<file path="src/rtl/eic_pkg.sv">
package eic_pkg;
    localparam int BANK_W    = 8;
    localparam int NUM_BANKS = 3;
    localparam int IDX_W     = 4;

    typedef enum logic [1:0] {
        GRP_DIR = 2'd0,
        GRP_ARM = 2'd1,
        GRP_FLG = 2'd2,
        GRP_SUM = 2'd3
    } grp_e;

    typedef struct packed {
        logic        wr;
        logic        rd;
        grp_e        grp;
        logic [1:0]  bank;
        logic [BANK_W-1:0] data;
    } reg_acc_t;

    function automatic reg_acc_t decode_acc(input logic wr, input logic rd,
                                            input logic [IDX_W-1:0] idx,
                                            input logic [BANK_W-1:0] data);
        reg_acc_t a;
        a.wr   = wr;
        a.rd   = rd;
        a.grp  = grp_e'(idx[3:2]);
        a.bank = idx[1:0];
        a.data = data;
        return a;
    endfunction

    function automatic logic hits_bank(input reg_acc_t a, input grp_e g, input int b);
        return a.wr && (a.grp == g) && (a.bank == 2'(b));
    endfunction
endpackage

</file>
<file path="src/rtl/eic_edge_detect.sv">
module eic_edge_detect #(
    parameter int W = 8
) (
    input  logic         clk,
    input  logic         rst,
    input  logic [W-1:0] lvl,
    input  logic [W-1:0] dir,
    output logic [W-1:0] hit
);
    logic [W-1:0] prev_q;

    always_ff @(posedge clk) begin
        if (rst) prev_q <= '0;
        else     prev_q <= lvl;
    end

    for (genvar i = 0; i < W; i++) begin : g_line
        assign hit[i] = dir[i] ? (lvl[i] & ~prev_q[i]) : (~lvl[i] & prev_q[i]);
    end
endmodule

</file>
<file path="src/rtl/eic_bank.sv">
module eic_bank #(
    parameter int W = 8
) (
    input  logic         clk,
    input  logic         rst,
    input  logic [W-1:0] lvl,
    input  logic         dir_wr,
    input  logic         arm_wr,
    input  logic         flg_wr,
    input  logic [W-1:0] wr_data,
    output logic [W-1:0] dir_q,
    output logic [W-1:0] arm_q,
    output logic [W-1:0] flg_q,
    output logic         any_flag
);
    logic [W-1:0] hit;
    logic [W-1:0] arm_next;
    logic [W-1:0] flg_next;

    eic_edge_detect #(.W(W)) u_edge (
        .clk (clk),
        .rst (rst),
        .lvl (lvl),
        .dir (dir_q),
        .hit (hit)
    );

    always_comb begin
        arm_next = arm_wr ? wr_data : arm_q;
        flg_next = ((flg_wr ? '0 : flg_q) | hit) & arm_next;
    end

    always_ff @(posedge clk) begin
        if (rst) begin
            dir_q <= '0;
            arm_q <= '0;
            flg_q <= '0;
        end else begin
            if (dir_wr) dir_q <= wr_data;
            arm_q <= arm_next;
            flg_q <= flg_next;
        end
    end

    assign any_flag = |flg_q;


    disarmed_clear_chk: assert property (@(posedge clk) disable iff (rst)
        (flg_q & ~arm_q) == '0);


    bank_clear_chk: assert property (@(posedge clk) disable iff (rst)
        (flg_wr && hit == '0) |=> flg_q == '0);


    sticky_flag_chk: assert property (@(posedge clk) disable iff (rst)
        (!flg_wr && !arm_wr) |=> ($past(flg_q) & ~flg_q) == '0);


    set_needs_edge_chk: assert property (@(posedge clk) disable iff (rst)
        !rst |=> (flg_q & ~$past(flg_q) & ~$past(hit)) == '0);
endmodule

</file>
<file path="src/rtl/eic_read_mux.sv">
module eic_read_mux
    import eic_pkg::*;
#(
    parameter int BANKS = 3,
    parameter int W     = 8
) (
    input  reg_acc_t           acc,
    input  logic [BANKS*W-1:0] dir_all,
    input  logic [BANKS*W-1:0] arm_all,
    input  logic [BANKS*W-1:0] flg_all,
    input  logic [W-1:0]       summary,
    output logic [W-1:0]       rd_data
);
    always_comb begin
        rd_data = '0;
        if (acc.rd) begin
            unique case (acc.grp)
                GRP_DIR: if (int'(acc.bank) < BANKS) rd_data = dir_all[int'(acc.bank)*W +: W];
                GRP_ARM: if (int'(acc.bank) < BANKS) rd_data = arm_all[int'(acc.bank)*W +: W];
                GRP_FLG: if (int'(acc.bank) < BANKS) rd_data = flg_all[int'(acc.bank)*W +: W];
                GRP_SUM: if (acc.bank == 2'd0)       rd_data = summary;
                default: rd_data = '0;
            endcase
        end
    end
endmodule

</file>
<file path="src/rtl/eic_top.sv">
module eic_top
    import eic_pkg::*;
#(
    parameter int BANKS = NUM_BANKS,
    parameter int W     = BANK_W
) (
    input  logic                 clk,
    input  logic                 rst,
    input  logic [BANKS*W-1:0]   line_lvl,
    input  logic                 wr_en,
    input  logic                 rd_en,
    input  logic [IDX_W-1:0]     reg_idx,
    input  logic [W-1:0]         wr_data,
    output logic [W-1:0]         rd_data,
    output logic                 irq
);
    localparam int LINES = BANKS * W;

    reg_acc_t         acc;
    logic [LINES-1:0] dir_all, arm_all, flg_all;
    logic [BANKS-1:0] bank_any;
    logic [W-1:0]     summary;

    assign acc = decode_acc(wr_en, rd_en, reg_idx, wr_data);

    for (genvar b = 0; b < BANKS; b++) begin : g_bank
        eic_bank #(.W(W)) u_bank (
            .clk      (clk),
            .rst      (rst),
            .lvl      (line_lvl[b*W +: W]),
            .dir_wr   (hits_bank(acc, GRP_DIR, b)),
            .arm_wr   (hits_bank(acc, GRP_ARM, b)),
            .flg_wr   (hits_bank(acc, GRP_FLG, b)),
            .wr_data  (acc.data),
            .dir_q    (dir_all[b*W +: W]),
            .arm_q    (arm_all[b*W +: W]),
            .flg_q    (flg_all[b*W +: W]),
            .any_flag (bank_any[b])
        );
    end

    always_comb begin
        summary = '0;
        summary[BANKS-1:0] = bank_any;
    end

    assign irq = |flg_all;

    eic_read_mux #(.BANKS(BANKS), .W(W)) u_rd (
        .acc     (acc),
        .dir_all (dir_all),
        .arm_all (arm_all),
        .flg_all (flg_all),
        .summary (summary),
        .rd_data (rd_data)
    );


    irq_summary_chk: assert property (@(posedge clk) disable iff (rst)
        irq == (summary != '0));


    summary_upper_chk: assert property (@(posedge clk) disable iff (rst)
        summary[W-1:BANKS] == '0);


    quiet_read_chk: assert property (@(posedge clk) disable iff (rst)
        !rd_en |-> rd_data == '0);
endmodule

</file>
<file path="config.mk">
export PLATFORM = sky130hd
export DESIGN_NAME = eic_top
export DESIGN_NICKNAME = d
export VERILOG_FILES = /design/src/rtl/eic_pkg.sv /design/src/rtl/eic_edge_detect.sv /design/src/rtl/eic_bank.sv /design/src/rtl/eic_read_mux.sv /design/src/rtl/eic_top.sv
export SDC_FILE = /design/constraint.sdc
export NUM_CORES = 1
export LEC_CHECK = 0
export ABC_AREA = 1
export BUFFER_PORTS_ARGS = -buffer_cell sky130_fd_sc_hd__buf_4
export CORE_UTILIZATION = 55
export CTS_BUF_LIST = sky130_fd_sc_hd__clkbuf_16
export CTS_CLUSTER_SIZE = 14
export DETAILED_ROUTE_END_ITERATION = 16
export GPL_TIMING_DRIVEN = 0
export PLACE_DENSITY = 0.72
export SYNTH_ARGS = -nofsm -noshare
export SYNTH_HDL_FRONTEND = slang
export SYNTH_SLANG_ARGS = --single-unit
</file>
<file path="constraint.sdc">
create_clock -name clk -period 2.3 [get_ports clk]
set_clock_uncertainty 0.15 [all_clocks]
set_input_delay 0.575 -clock clk [delete_from_list [all_inputs] [get_ports clk]]
set_output_delay 0.575 -clock clk [all_outputs]
set_load 0.01 [all_outputs]
</file>
==> out/results.ini, run 1 <==
[timing]
setup_viol=8
max_freq_mhz=409
fin_crit_ns=2.45
setup_tns_ns=-0.900
slew_viol_final=0
setup_ws_ns=-0.146
hold_viol=0
worstMarginPinSlew_ns=0.715
maxSlewHeadroom_pct=52.3
min_period_over_period_pct=106
rsz0062_at_grt=yes

[floorplan]
ios=49
core-area_sq_um=8180
initial_core_util_pct=56.3
die_area_sq_um=8740
die_h_um=93.5
die_x_um=93.5
rows=33

[logic_synthesis]
ys_seq_elements=96
syn_inst=676
synth_edf_count=0
syn_nets=716
yosysTopAreaCell=dfxtp_1
synth_top_area_share_pct=41.7
ys_top_cells_by_count=155 x nand2_1, 135 x nor2_1, 96 x dfxtp_1
synth.avg_cell_area_sq_um=6.81
yosys_warnings=0
synth-async-reset-ratio_pct=0
ys_types=26
netlist_top_cells_area=dfxtp_1 42%, nand2_1 13%, nor2_1 11%, a21oi_1 6.4%, nand3_1 5.7%
yosysMostFrequentCell=nand2_1
syn_area_sq_um=4610
ys_seq_area_share_pct=41.7
synthFlopType=dfxtp_1

[layout]
n_fill_cell=705
final_layout_size_suffix_gt1_share_pct=19.5
area_growth_pct=24.7
final_util_pct=70.3
regArea_sq_um=1920
multi_input_area_sq_um=2370
diodes=0
nets=790

[setup_path]
r2r-start=g_bank[0].u_bank.dir_q[2]$_SDFFE_PP0P_
rrSetupSlack_ns=1.19
path_max_fanout=7
worstSetupStartpointType=primary input
cp_cell_sequence=buf_8, buf_12, nor2_8, buf_8, nand2_4, nand3_2, nand2_1, nand2_1, nor2_2, nor2_1, buf_4
reg2reg_to=g_bank[0].u_bank.flg_q[2]$_SDFF_PP0_
reg2reg_depth=6
arrival_ns=1.72
worstSetupPathType=in2out
critPathMaxStageDelay_ns=0.17
crit_family=simple AND/OR/NAND/NOR gates
critical_path_buf_inv_count=4
crit_slowest_cell=buf_8
crit_required_ns=1.57
critPathCaptureType=primary output

[detailed_routing]
postRouteAntennaNets=0
drt-pass1-iter-count=5
wirelength_um=13500
vias=4660
drc=0
drt_iter0_drc=283
vias_per_cell=5.42
wire_per_inst_um=15.7

[grt]
grt_max_degree=18
antenna_found_initial=0
overflow=0
grt_pass1_vias=4598
grt_usage_pct=33.2
grt_pass1_wl_um=21700

[placement]
port_buffers=45
gp_congestion=0.953
hpwl_um=9880

[min_path]
hold_path_end=g_bank[2].u_bank.u_edge.prev_q[2]$_SDFF_PP0_
min_from=line_lvl[18]
hold_path_depth=3
hp-class=in2reg

[clock_tree]
ctsHoldBuffers=0
clock_latency_ns=0.34
root_buffer=clkbuf_16
cts_buffer_depth=2
clock_sinks=96
ctsHtreeMaxLevel=3
path_clk_slew_ns=0.07
numCtsBuffers=9
cts_tree=done

[flow_run]
cap_violations=0

[pwr]
p_per_area_nw_per_um2=661
cellLeakagePower_uw=0.00277
vdd_drop_max_mv=0.498

[run_status]
status=finished with violations
failed_checks=setup timing

[report_power, final]
| group | switching (uW) | total [uW] | internal (uW) |
|---|---|---|---|
| Clock | 673 | 1640 | 967 |
| Sequential | 24.0 | 1730 | 1700 |
| Combinational | 256 | 431 | 175 |
| Total | 953 | 3800 | 2850 |
[metal layers]
layer,track usage (%),routed length [um],vias to the layer above
met1,39.1,5630,2126
met5,0,0,-
met2,56.2,6380,184
met4,20.5,753,0
met3,5.20,784,54
li1,-,-,2296
[registers in the layout, indices dropped and copies added (netlist names)]
name	cells
g_bank.u_bank.arm_q	24
g_bank.u_bank.flg_q	24
g_bank.u_bank.u_edge.prev_q	24
g_bank.u_bank.dir_q	24
[through the flow]
step	hold WS [ns]	worst slack [ns]	total power, uW	instance area (sq um)	cells
finish	0.305	-0.146	3800	5740	860
global route	0.309	-0.193	3920	5740	860
global placement	0.325	-0.419	2130	5070	826
CTS	0.300	-0.0901	3810	5720	860
detailed placement	0.334	-0.404	2130	5070	826
floorplan	0.314	0.0471	1990	4610	676
[worst register-to-register path, delay by kind of cell, from the launching register on]
kind	cells	cell delay, ns
AND/OR/NAND/NOR	4	0.36
flip-flops	1	0.38
buffers and inverters	1	0.09
AO/OA/AOI/OAI	1	0.04
[what timing repair did]
item / 4_1_cts / 5_1_grt
pin swaps: 19 / 8
setup buffers: 16 / 0
cloned: 2 / 0
endpoints found under the setup margin: 8 / 8
resized for setup: 47 / 8
[layout make-up]
cell class	instances	share of cell area, %
inverters	76	5.14
multi-input cells	483	41.2
well taps	105	2.29
clock inverters	7	1.74
repair buffers	63	8.78
plain buffers	21	3.46
flip-flops and latches	96	33.5
clock buffers	9	3.92
[cells by family (layout without fill, tap and decap cells)]
kind of cell | Yosys count | in the layout | share of synthesized area, %
buffers and inverters | 97 | 176 | 9.83
and+or+nand+nor | 377 | 377 | 36.9
AOI/OAI and AO/OA | 106 | 106 | 11.6
DFF | 96 | 96 | 41.7
[placed cells by master, fill, tap and decap left out, drive strengths merged]
master  instances
clkinv          1
a21oi          59
bufinv          2
nor3            9
nor2          147
nand2         157
buf            80
inv            80
clkbuf         13
o21bai          1
o21ai          46
dfxtp          96
nand4           6
nand3          58
[how the worst max path moves through the flow]
stage | from | end | slack [ns] | cells after the start
after floorplan | reg_idx[1] | rd_data[3] | 0.05 | 9
after global placement | reg_idx[0] | rd_data[7] | -0.42 | 7
after detailed placement | reg_idx[0] | rd_data[7] | -0.40 | 7
after CTS | reg_idx[0] | rd_data[1] | -0.09 | 11
after global routing | reg_idx[0] | rd_data[2] | -0.19 | 10
final | reg_idx[0] | rd_data[1] | -0.15 | 11
No activity file was read; power rests on OpenSTA's default activity.
==> inputs of run 2 (changes only) <==
--- a/config.mk
+++ b/config.mk
@@ -13,6 +13,8 @@
 export DETAILED_ROUTE_END_ITERATION = 16
 export GPL_TIMING_DRIVEN = 0
 export PLACE_DENSITY = 0.72
+export REMOVE_ABC_BUFFERS = 1
 export SYNTH_ARGS = -nofsm -noshare
 export SYNTH_HDL_FRONTEND = slang
+export SYNTH_HIERARCHICAL = 1
 export SYNTH_SLANG_ARGS = --single-unit
==> run 2 against run 1 <==
  * The flow still finishes with violations (setup timing)
  * Largest cell class unchanged
  * Routed wire length is 2.8% higher
  * Clock-buffer cell count unchanged
  * Critical path depth shrank 2
  * Critical path type unchanged
  * Sequential cell count stayed put
  * Register-to-register slack improved by 0.04 ns
  * Area after synthesis up 13%
  * Synthesized cell count is 19% higher
  * Clock power decreased by 13%
  * Core utilization shrank 3.1 points
==> out/results.ini, run 2 <==
[run_status]
status=finished with violations
failed_checks=setup timing

[clock_tree]
path_clk_slew_ns=0.07
clock_latency_ns=0.34
clock_sinks=96
cts_buffer_depth=2
root_buffer=clkbuf_16
ctsHoldBuffers=0
ctsHtreeMaxLevel=3
numCtsBuffers=9
cts_tree=done

[timing]
setup_ws_ns=-0.0283
max_freq_mhz=429
hold_viol=0
rsz0062_at_grt=yes
maxSlewHeadroom_pct=19.7
setup_tns_ns=-0.0744
setup_viol=5
holdWs_ns=0.291
min_period_over_period_pct=101
slew_viol_final=0
worstMarginPinSlew_ns=1.20
fin_crit_ns=2.33

[logic_synthesis]
synth_top_area_share_pct=37.0
yosysMostFrequentCell=nand2_1
synthMuxAreaShare_pct=0
ys_seq_elements=96
syn_inst=807
syn_area_sq_um=5190
yosys.area_share.simple_pct=34.5
synth.avg_cell_area_sq_um=6.44
synthAdderAreaFrac_pct=0
synth_top_family_by_area=simple AND/OR/NAND/NOR gates
synth_edf_count=0
synth-async-reset-ratio_pct=0
synth-xor-area-share_pct=0
synth_compound_gate_area_share_pct=9.90
yosys_warnings=6
yosysTopAreaCell=dfxtp_1
synthFlopType=dfxtp_1
ys_top_cells_by_count=181 x nand2_1, 164 x inv_1, 127 x nand3_1
ys_seq_area_share_pct=37.0
ys_types=23
netlist_top_cells_area=dfxtp_1 37%, nand2_1 13%, nand3_1 12%, inv_1 12%, a21oi_1 4.8%

[grt]
use_met3_pct=4.15
grt_max_degree=32
grt_util_met2_pct=52.7
grt-busiest-layer=met2
overflow=0
grt_pass1_wl_um=22500
grt_pass1_vias=4950
antenna_found_initial=0
use_met1_pct=35.6
grt_usage_pct=29.3

[layout]
diodes=0
regArea_sq_um=1920
multi_input_area_sq_um=2450
final_layout_size_suffix_gt1_share_pct=22.2
n_fill_cell=846
most-common-layout-cells=175 x nand2_1, 162 x inv_1, 111 x nand3_1
nets=907
fin_cells=983
final_common_cell=nand2_1
area_growth_pct=18.8

[detailed_routing]
wirelength_um=13900
wire_per_inst_um=14.2
drc=0
postRouteAntennaNets=0
drt_iter0_drc=280
vias=5098
vias_per_cell=5.19
drt-pass1-iter-count=5

[pwr]
vdd_drop_max_mv=0.473
p_total_uw=3640
p_per_area_nw_per_um2=590
cellLeakagePower_uw=0.00306

[flow_run]
cap_violations=0

[placement]
hpwl_um=10200
place_ws_ns=-0.289
gp_congestion=0.917
port_buffers=48
dp.cells=946

[setup_path]
critPathCaptureType=primary output
cp_cell_sequence=buf_12, buf_8, nor2_4, buf_6, nand3_2, nand3_2, nand2_2, a21oi_2, buf_4
crit_path_frequent_cell=nand3_2
critPathMaxStageDelay_ns=0.21
worstSetupPathType=in2out
path_max_fanout=6
rrSetupSlack_ns=1.23
worstSetupStartpointType=primary input
arrival_ns=1.60
crit_required_ns=1.57
crit_slowest_cell=nor2_4

[floorplan]
die_area_sq_um=9840
die_x_um=99.2
die_h_um=99.2
ios=49
rows=35
core-area_sq_um=9200
initial_core_util_pct=56.5

[min_path]
hp-class=in2reg

## run 2: changes by cell type after synthesis, sizes merged, moves of 7 or more
cell   before  now
nand3      58  127
buf        17   24
nor2      147   92
nand2     157  182
o21ai      46   24
nor3        9    0
inv        76  193
## run 2: path summary, 6_finish.rpt
path / startpoint / end / depth (start not counted)
worst max register to register: g_bank[1].u_bank/dir_q[7]$_SDFFE_PP0P_ / g_bank[1].u_bank/flg_q[7]$_SDFF_PP0_ / 5
worst min register to register: g_bank[1].u_bank/arm_q[6]$_SDFF_PP0_ / g_bank[1].u_bank/arm_q[6]$_SDFF_PP0_ / 4
worst min-delay path: line_lvl[6] / g_bank[0].u_bank/u_edge/prev_q[6]$_SDFF_PP0_ / 3
worst max-delay path: reg_idx[3] / rd_data[0] / 9
## run 2: area by class of cell
cell class,instances,share of cell area (%)
repair inverters,1,0.182
repair buffers,67,9.67
clock inverters,7,0.892
well taps,111,2.25
multi-input cells,499,39.7
flip-flops and latches,96,31.1
clock buffers,9,3.65
inverters,193,12.5
## run 2: per-stage QoR
step | utilization [%] | area, sq um
floorplan | - | 4990
global placement | 59.7 | 5490
detailed placement | 59.7 | 5490
CTS | 64.7 | 5950
global route | 67.1 | 6170
finish | 67.1 | 6170
## run 2: metal layers
metal  routed length, um  part of all wire [%]
met1                6110                    44
met2                6800                    49
met3                 581                   4.2
met4                 422                   3.0
met5                   0                     0
## run 2: report_power, final
| part | switching, uW | internal (uW) | total [uW] |
|---|---|---|---|
| registers | 28.6 | 1700 | 1730 |
| clock network | 682 | 747 | 1430 |
| logic | 285 | 191 | 476 |
| total | 996 | 2640 | 3640 |
## run 2: kinds of logic after synthesis
logic type,after synthesis
AND/OR/NAND/NOR,405
buffers and inverters,217
flip-flops,96
AO/OA/AOI/OAI,88
other,1
## run 2: repair_timing
| item | in CTS | in global routing |
|---|---|---|
| buffers inserted | 11 | 8 |
| cloned | 1 | 1 |
| setup endpoints to repair | 8 | 26 |
| resized for setup | 19 | 34 |
| pin swaps | 9 | 19 |
## run 2: worst max-delay path: cells and delay by family
kind,cells,cell delay [ns]
simple gates,4,0.39
compound gates,1,0.13
buf+inv,4,0.52
==> inputs of run 3 (changes only) <==
--- a/config.mk
+++ b/config.mk
@@ -5,7 +5,6 @@
 export SDC_FILE = /design/constraint.sdc
 export NUM_CORES = 1
 export LEC_CHECK = 0
-export ABC_AREA = 1
 export BUFFER_PORTS_ARGS = -buffer_cell sky130_fd_sc_hd__buf_4
 export CORE_UTILIZATION = 55
 export CTS_BUF_LIST = sky130_fd_sc_hd__clkbuf_16
==> run 3 against run 2 <==
  * The run still ends with setup timing left
  * Sequential share of layout area grew 0.084 points
  * Sequential power barely moved
  * Highest routed layer unchanged
  * Non-clock buffer count is 17 higher
==> out/results.ini, run 3 <==
[setup_path]
reg2reg_depth=4
reg2reg_to=g_bank[0].u_bank/flg_q[4]$_SDFF_PP0_
r2r-start=g_bank[0].u_bank/dir_q[4]$_SDFFE_PP0P_
rrSetupSlack_ns=1.08
worstSetupPathType=in2out
worstSetupStartpointType=primary input
arrival_ns=1.76
crit_required_ns=1.57
path_max_fanout=7
critPathCaptureType=primary output

[timing]
min_period_over_period_pct=108
setup_viol=8
holdWs_ns=0.303
hold_viol=0
worstMarginPinSlew_ns=0.985
max_freq_mhz=402
maxSlewHeadroom_pct=34.3
fin_crit_ns=2.49
rsz0062_at_grt=yes
slew_viol_final=0
setup_ws_ns=-0.187

[logic_synthesis]
synth_top_area_share_pct=40.1
synthFlopType=dfxtp_1
syn_area_sq_um=4790
ys_top_cells_by_count=96 x dfxtp_1, 63 x mux2i_1, 63 x nor2_1
ys_seq_elements=96
yosysMostFrequentCell=dfxtp_1
synth_edf_count=0
ys_types=36
ys_seq_area_share_pct=40.1
syn_inst=512
netlist_top_cells_area=dfxtp_1 40%, mux2i_1 13%, nand2b_1 6.7%, o22ai_2 6.3%, nor2_1 4.9%
yosys_warnings=6
yosysTopAreaCell=dfxtp_1
synth.avg_cell_area_sq_um=9.36
synth-async-reset-ratio_pct=0

[detailed_routing]
wl_met3_um=1410
drt_iter0_drc=474
routed.top_layer=met4
dr_wl_met2_um=6710
vias_per_cell=6.28
postRouteAntennaNets=0
wirelength_um=14600
met1_length_um=5740
vias=4384
drt-pass1-iter-count=5
wire_per_inst_um=20.9
drc=0

[pwr]
cellLeakagePower_uw=0.00229
vdd_drop_max_mv=0.303
p_per_area_nw_per_um2=585

[floorplan]
rows=33
die_x_um=95.3
die_area_sq_um=9090
die_h_um=95.3
ios=49
initial_core_util_pct=57.4
core-area_sq_um=8340

[placement]
gp_congestion=0.874
port_buffers=48
hpwl_um=7640
dp.cells=648
placed_cell_area_sq_um=5150

[clock_tree]
ctsHoldBuffers=0
clock_latency_ns=0.34
cts_buffer_depth=2
ctsHtreeMaxLevel=3
clock_sinks=96
path_clk_slew_ns=0.07
root_buffer=clkbuf_16
numCtsBuffers=9
cts_tree=done

[layout]
area_growth_pct=32.8
diodes=0
final_layout_size_suffix_gt1_share_pct=34.2
final_util_pct=76.3
most-common-layout-cells=73 x dfxtp_1, 64 x buf_4, 63 x mux2i_1
nets=628
final_area_sq_um=6360
final_common_cell=dfxtp_1
fin_cells=698

[grt]
grt_usage_pct=29.7
grt_pass1_wl_um=20000
antenna_found_initial=0
grt_max_degree=97
grt_pass1_vias=3914
overflow=0

[run_status]
failed_checks=setup timing
status=finished with violations

[min_path]
hp-class=in2reg
hold_path_depth=2
min_from=line_lvl[23]
hold_path_end=g_bank[2].u_bank/u_edge/prev_q[7]$_SDFF_PP0_

[flow_run]
cap_violations=0

-- run 3: changes by cell type after synthesis, moves of 15 or more --
cell,previous run,this run
a211oi_1,0,25
a21oi_1,50,13
a221oi_1,0,15
inv_1,164,26
inv_2,24,1
mux2i_1,0,63
nand2_1,181,36
nand2b_1,0,51
nand3_1,127,1
nor2_2,24,1
nor2b_1,0,22
o21ai_0,15,0
o22ai_2,0,24
-- run 3: power breakdown --
part           total (uW)  internal [uW]  switching [uW]
registers            1710           1680            26.6
logic                 474            240             234
clock network        1540            855             683
total                3720           2770             943
-- run 3: cell families (layout without fill, tap and decap cells) --
family	count (synthesis)	count (layout)	synth area share, %
flops	96	96	40.1
mux	72	72	15.4
buf+inv	50	127	5.80
simple gates	205	205	22.4
other cells	1	5	0.0783
compound gates	88	88	16.2
-- run 3: layout make-up --
type / instances / area, sq um
Multi-Input combinational cell: 370 / 2930
Fill cell: 552 / 1980
Tap cell: 105 / 131
Timing Repair Buffer: 84 / 902
Sequential cell: 96 / 1990
Inverter: 27 / 111
Clock buffer: 9 / 225
Clock inverter: 7 / 77.6
-- run 3: worst max-delay path by stage --
stage	start	end	slack, ns
floorplan	reg_idx[1]	rd_data[0]	0.05
global placement	reg_idx[1]	g_bank[2].u_bank/dir_q[2]$_SDFFE_PP0P_	-1.29
detailed placement	reg_idx[1]	rd_data[2]	-0.82
CTS	reg_idx[1]	rd_data[5]	-0.13
global route	g_bank[0].u_bank/flg_q[1]$_SDFF_PP0_	rd_data[0]	-0.23
finish	reg_idx[0]	rd_data[5]	-0.19
-- run 3: metrics by stage --
| stage | TNS (ns) | setup slack (ns) | power (uW) |
|---|---|---|---|
| floorplan | 0 | 0.0461 | 1900 |
| CTS | -0.481 | -0.127 | 3670 |
| detailed placement | -42.37 | -0.822 | 2080 |
| finish | -1.12 | -0.187 | 3720 |
| global route | -1.36 | -0.228 | 3830 |
| global placement | -55.61 | -1.29 | 2070 |
-- run 3: repair_timing --
action	CTS	global route
resized for setup	59	57
hold endpoints to repair	0	0
setup endpoints to repair	65	9
pin swaps	11	16
setup buffers	10	18
gates cloned	2	4
-- run 3: critical path, cell delays in order --
cell and delay [ns]:
buf_16 0.13, buf_12 0.14, nor2_4 0.22, nand2_1 0.14, a221oi_2 0.36, buf_4 0.18
-- run 3: routing by layer --
layer,vias to the layer above,GRT usage [%]
met3,82,6.30
met1,2083,36.8
li1,1957,-
met5,-,0
met4,0,15.0
met2,262,48.3
